--- src/rtl/dmactl_pkg.sv ---
package dmactl_pkg;

    localparam int CTL_W     = 8;
    localparam int RUN_BIT   = 7;
    localparam int FIELD_W   = 6;

    typedef enum logic [1:0] {
        STEP_HOLD = 2'd0,
        STEP_INC  = 2'd1,
        STEP_DEC  = 2'd2
    } step_e;

    typedef struct packed {
        logic       dst_down;
        logic       dst_move;
        logic       blk_dst;
        logic [2:0] src_sel;
    } ctl_fields_t;

    function automatic step_e decode_step(input ctl_fields_t f);
        if (!f.dst_move)
            return STEP_HOLD;
        else if (f.dst_down)
            return STEP_DEC;
        else
            return STEP_INC;
    endfunction

    function automatic logic [CTL_W-1:0] pack_read(input logic run,
                                                   input ctl_fields_t f);
        return {run, 1'b0, f};
    endfunction

endpackage

--- src/rtl/dmactl_reg.sv ---
module dmactl_reg
    import dmactl_pkg::*;
(
    input  logic             clk,
    input  logic             rst,
    input  logic             standby,
    input  logic             cpu_rd,
    input  logic             cpu_wr,
    input  logic [CTL_W-1:0] cpu_wdata,
    input  logic             nmi,
    output logic             run,
    output ctl_fields_t      fields
);
    logic        run_q, armed_q;
    logic        run_d, armed_d;
    ctl_fields_t fields_q, fields_d;

    always_comb begin
        run_d    = run_q;
        armed_d  = armed_q | (cpu_rd & ~run_q);
        fields_d = fields_q;
        if (cpu_wr) begin
            fields_d = ctl_fields_t'(cpu_wdata[FIELD_W-1:0]);
            if (cpu_wdata[RUN_BIT]) begin
                if (!run_q && armed_q) begin
                    run_d   = 1'b1;
                    armed_d = 1'b0;
                end
            end else begin
                run_d = 1'b0;
                if (run_q)
                    armed_d = 1'b0;
            end
        end
        if (nmi) begin
            run_d   = 1'b0;
            armed_d = 1'b0;
        end
    end

    always_ff @(posedge clk) begin
        if (rst || standby) begin
            run_q    <= 1'b0;
            armed_q  <= 1'b0;
            fields_q <= '0;
        end else begin
            run_q    <= run_d;
            armed_q  <= armed_d;
            fields_q <= fields_d;
        end
    end

    assign run    = run_q;
    assign fields = fields_q;
endmodule

--- src/rtl/dmactl_gate.sv ---
module dmactl_gate (
    input  logic clk,
    input  logic rst,
    input  logic standby,
    input  logic run,
    input  logic chan_en,
    output logic active
);
    logic active_q;

    always_ff @(posedge clk) begin
        if (rst || standby)
            active_q <= 1'b0;
        else
            active_q <= run & chan_en;
    end

    assign active = active_q;
endmodule

--- src/rtl/dmactl_addr.sv ---
module dmactl_addr
    import dmactl_pkg::*;
#(
    parameter int ADDR_W = 24
) (
    input  logic              clk,
    input  logic              rst,
    input  logic              ld,
    input  logic [ADDR_W-1:0] ld_val,
    input  logic              done,
    input  logic              active,
    input  logic              word,
    input  step_e             mode,
    output logic [ADDR_W-1:0] addr
);
    localparam logic [ADDR_W-1:0] ONE = ADDR_W'(1);
    localparam logic [ADDR_W-1:0] TWO = ADDR_W'(2);

    logic [ADDR_W-1:0] addr_q, addr_d, step_amt;

    assign step_amt = word ? TWO : ONE;

    always_comb begin
        addr_d = addr_q;
        if (ld) begin
            addr_d = ld_val;
        end else if (done && active) begin
            unique case (mode)
                STEP_INC: addr_d = addr_q + step_amt;
                STEP_DEC: addr_d = addr_q - step_amt;
                default:  addr_d = addr_q;
            endcase
        end
    end

    always_ff @(posedge clk) begin
        if (rst)
            addr_q <= '0;
        else
            addr_q <= addr_d;
    end

    assign addr = addr_q;
endmodule

--- src/rtl/dmactl_top.sv ---
module dmactl_top
    import dmactl_pkg::*;
#(
    parameter int ADDR_W = 24
) (
    input  logic              clk,
    input  logic              rst,
    input  logic              standby,
    input  logic              cpu_rd,
    input  logic              cpu_wr,
    input  logic [7:0]        cpu_wdata,
    output logic [7:0]        cpu_rdata,
    input  logic              chan_en,
    input  logic              nmi,
    input  logic              xfer_done,
    input  logic              xfer_word,
    input  logic              dst_ld,
    input  logic [ADDR_W-1:0] dst_ld_val,
    output logic [ADDR_W-1:0] dst_addr,
    output logic              chan_active,
    output logic              blk_dst,
    output logic [2:0]        src_sel
);
    logic        run;
    ctl_fields_t fields;
    step_e       mode;

    dmactl_reg u_reg (
        .clk       (clk),
        .rst       (rst),
        .standby   (standby),
        .cpu_rd    (cpu_rd),
        .cpu_wr    (cpu_wr),
        .cpu_wdata (cpu_wdata),
        .nmi       (nmi),
        .run       (run),
        .fields    (fields)
    );

    dmactl_gate u_gate (
        .clk     (clk),
        .rst     (rst),
        .standby (standby),
        .run     (run),
        .chan_en (chan_en),
        .active  (chan_active)
    );

    assign mode = decode_step(fields);

    dmactl_addr #(.ADDR_W(ADDR_W)) u_addr (
        .clk    (clk),
        .rst    (rst),
        .ld     (dst_ld),
        .ld_val (dst_ld_val),
        .done   (xfer_done),
        .active (chan_active),
        .word   (xfer_word),
        .mode   (mode),
        .addr   (dst_addr)
    );

    assign cpu_rdata = pack_read(run, fields);
    assign blk_dst   = fields.blk_dst;
    assign src_sel   = fields.src_sel;
endmodule

--- config.mk ---
export PLATFORM = sky130hd
export DESIGN_NAME = dmactl_top
export DESIGN_NICKNAME = d
export VERILOG_FILES = /design/src/rtl/dmactl_pkg.sv /design/src/rtl/dmactl_reg.sv /design/src/rtl/dmactl_gate.sv /design/src/rtl/dmactl_addr.sv /design/src/rtl/dmactl_top.sv
export SDC_FILE = /design/constraint.sdc
export NUM_CORES = 1
export LEC_CHECK = 0
export BUFFER_PORTS_ARGS = -buffer_cell sky130_fd_sc_hd__buf_2
export CAP_MARGIN = 25
export CORE_UTILIZATION = 30
export DETAILED_ROUTE_END_ITERATION = 7
export PLACE_DENSITY = 0.5
export SYNTH_ARGS = -nofsm -noshare
export SYNTH_HDL_FRONTEND = slang
export SYNTH_SLANG_ARGS = --single-unit
export TNS_END_PERCENT = 10
--- constraint.sdc ---
create_clock -name clk -period 3.15 [get_ports clk]
set_input_delay 0.1575 -clock clk [delete_from_list [all_inputs] [get_ports clk]]
set_output_delay 0.1575 -clock clk [all_outputs]
set_load 0.02 [all_outputs]
==> results.txt <==
Minimum clock period = 2647 ps
Leakage power = 1.254 nW
Number of synthesized register bits = 33
Area grow syn2layout = 16.10%
Largest net degree at the start of global routing = 40
Final setup TNS = 0 ps
Detailed placement HPWL = 6337 um
Largest family of logic cells by synthesized area = simple AND/OR/NAND/NOR gates
Clock transition at the registers of the reported paths = 80 ps
Register-to-Register Path Depth = 10
Area of the multi-input gates = 0.001907 mm^2
Cell Pwr Density = 332.0 mW/mm^2
Routability Congestion = 0.8677
Port-buffer cells = 76
WS Path Type = flop to flop
Vias in the first global route = 2748
Final core area utilization = 35.81%
RSZ-0062 raised after global routing = no
DR WL/cell = 15.95 um
Worst setup slack after placement = 503.0 ps
HP Class = input port to flop
Status = complete, but fails checks
Post-Synth Simple-Gate Area = 34.49%
Die height = 99.24 um
Sequential share of the synthesized area = 23.29%
DRC Markers = 2
Io pins = 79
Max_slew headroom = 51.80%
Non-Filler Instances = 534
Final slew viol count = 0
Routed vias/inst = 5.566
# rows = 35
Hold Path Stages = 2
Root Driver = clkbuf_8
Total track usage = 17.89%
Xor/xnor share of the synthesized area = 3.705%
Fmax achieved = 377.9 MHz
DRT Wirelength = 8519 um
Iter 0 DRT Violations = 232
Clk_lat worst skew = 290 ps
Fill count = 1012
Setup bufs post-CTS = 0
Mux contribution to synthesized area = 3.882%
Total power = 0.001093 W
Crit Path Max Fanout = 8
Avg Cell Area, Syn = 7.666 um^2
Syn Nets = 415
Setup violations, final = 0
CTS tree = yes
Antenna-violating nets left = 0
Async set-reset flop share out of synthesis = 0%
Core area = 0.009196 mm^2
Slew @ Worst Pin = 723.0 ps
Max-cap check violation count = 0
Violated checks = design-rule violations
Final #Nets = 467
Setup Skew = 3.787 ps
Compound-Gate Fraction of Synth Area = 23.42%
Initial Utilization = 30.84%
Final worst slack = 503.5 ps
Maximum VDD drop = 0.1829 mV
Total gr overflow = 0
Crit path required time = 3290 ps
TritonCTS buffer count = 5
Crit path DAT = 2790 ps
Pre-antenna DRT Iters = 7
Startpoint types = flop
TritonCTS Sinks = 33
Via count = 2972
Adder-cell share of the synthesized area = 1.588%
H-tree levels = 2
Die area = 0.009848 mm^2
Dominant synthesized flop cell = dfxtp_1
Initial antenna violation count = 0
Crit. End Element = flop
Synth Instances = 370
Netlist Area Pre-Place = 0.002836 mm^2
Clk buf depth = 2
Cell variety after synth = 73
Fin crit share = 84.02%
Inserted Diodes = 0
First-pass GRT wire length = 14120 um
Storage cell area = 660.6 um^2
Resize count post-CTS = 0
Yosys warnings = 0
Die W = 99.24 um
Final hold vios = 0
Post-Place Cells = 526
Fraction of layout cells with a size suffix above 1 = 26.48%
CTS Hold Bufs = 0
Post-synth EDFFs = 0
-- layout make-up --
type,instances,area share [%]
Tap cell,111,4.217
Multi-Input combinational cell,287,57.90
Clock inverter,1,0.1520
Timing Repair Buffer,85,13.60
Inverter,10,1.140
Sequential cell,33,20.06
Clock buffer,7,2.926
-- worst paths after layout --
check                                                 start                            to  slack, ps
worst max-delay path            u_addr.addr[0]$_SDFFE_PP0P_  u_addr.addr[22]$_SDFFE_PP0P_        500
worst min register to register       u_reg.run$_SDFFE_PP0P_      u_gate.active$_SDFF_PP0_        470
worst min-delay path                                    nmi      u_reg.armed_q$_SDFF_PP0_         40
worst max register to register  u_addr.addr[0]$_SDFFE_PP0P_  u_addr.addr[22]$_SDFFE_PP0P_        500
-- routing by layer --
layer	vias to the layer above	wire length [um]	global-route usage, %
met5	-	0	0
met4	0	95	4.412
met3	9	662	2.881
met2	117	3695	28.31
met1	1366	4067	25.30
li1	1480	-	-
-- kinds of logic (layout without fill, tap and decap cells) --
kind of cell / count (synthesis) / after routing
buffers and inverters: 50 / 103
flip-flops: 33 / 33
AND/OR/NAND/NOR: 174 / 174
AO/OA/AOI/OAI: 86 / 86
other: 1 / 1
XOR/XNOR: 12 / 12
multiplexers: 11 / 11
adder cells (fa/ha/maj): 3 / 3
-- critical path, cell delays in order (launching register included) --
cell	delay, ps
dfxtp_1	350
inv_1	50
ha_1	200
inv_1	80
fa_1	350
and4_1	290
nand3_1	170
or4_1	580
a21oi_1	190
xnor2_1	160
a211oi_2	90
-- sequential cells by signal, summed over array words and instances (netlist names) --
signal and flops:
u_reg.fields 6, u_reg.run 1, u_addr.addr 24, u_reg.armed_q 1, u_gate.active 1
-- Yosys cell counts, drive strengths merged (3+ instances only) --
| cell | count | area, um^2 |
|---|---|---|
| a311o | 3 | 30.03 |
| and3 | 6 | 37.54 |
| nand2b | 3 | 18.77 |
| buf | 24 | 165.2 |
| o221ai | 3 | 26.28 |
| nor2 | 45 | 168.9 |
| and2 | 3 | 18.77 |
| dfxtp | 33 | 660.6 |
| nor4 | 6 | 43.79 |
| nand3b | 6 | 45.04 |
| nand2 | 24 | 90.09 |
| clkbuf | 15 | 57.55 |
| a21oi | 23 | 118.9 |
| nand4 | 12 | 75.07 |
| o21ai | 7 | 35.03 |
| or3 | 10 | 67.56 |
| nand3 | 19 | 95.09 |
| nor3 | 10 | 61.31 |
| a211o | 4 | 35.03 |
| a211oi | 13 | 112.6 |
| mux2i | 11 | 110.1 |
| xnor2 | 10 | 87.58 |
| inv | 10 | 37.54 |
| or2 | 4 | 25.03 |
| a31oi | 3 | 18.77 |
| a2111oi | 6 | 77.57 |
| or4 | 9 | 71.32 |
| and4 | 4 | 35.03 |
| nor3b | 6 | 45.04 |
-- cells in the final DEF, fill, tap and decap left out, types with 2 or more instances in the layout --
cell type / Yosys / layout
or4_1: 8 / 8
or2_2: 3 / 3
o221ai_1: 3 / 3
nor4_1: 5 / 5
clkbuf_8: 0 / 7
o22a_1: 2 / 2
dfxtp_1: 33 / 33
o21ai_0: 6 / 6
a311o_1: 3 / 3
mux2i_1: 11 / 11
a2111oi_0: 4 / 4
a211oi_1: 10 / 10
inv_1: 10 / 10
and3_1: 6 / 6
xnor2_1: 10 / 10
ha_1: 2 / 2
o31ai_1: 2 / 2
nor3b_1: 6 / 6
nand2_1: 24 / 24
nor2_1: 45 / 45
a211oi_2: 3 / 3
nand2b_1: 3 / 3
and2_1: 3 / 3
buf_2: 9 / 76
a31o_2: 2 / 2
a21oi_1: 22 / 22
o21a_1: 2 / 2
a211o_1: 4 / 4
nand4_1: 12 / 12
xor2_1: 2 / 2
and4_1: 4 / 4
nand3b_1: 6 / 6
buf_4: 13 / 9
a21boi_1: 2 / 2
nor3_1: 9 / 9
nand3_1: 19 / 19
a31oi_1: 3 / 3
or3_1: 9 / 9
-- through the flow --
stage / hold slack (ps) / cell area, um^2
CTS: 34.56 / 3293
global route: 48.63 / 3293
global placement: 346.5 / 3192
floorplan: 240.6 / 2836
finish: 44.99 / 3293
detailed placement: 349.6 / 3192
-- where the power goes --
group	total (W)	internal (W)	switching (W)
Sequential	0.000494	0.000440	0.0000535
Combinational	0.000228	0.0000977	0.000131
Clock	0.000371	0.000198	0.000173
Note: power is estimated with default switching activity, not from simulation.
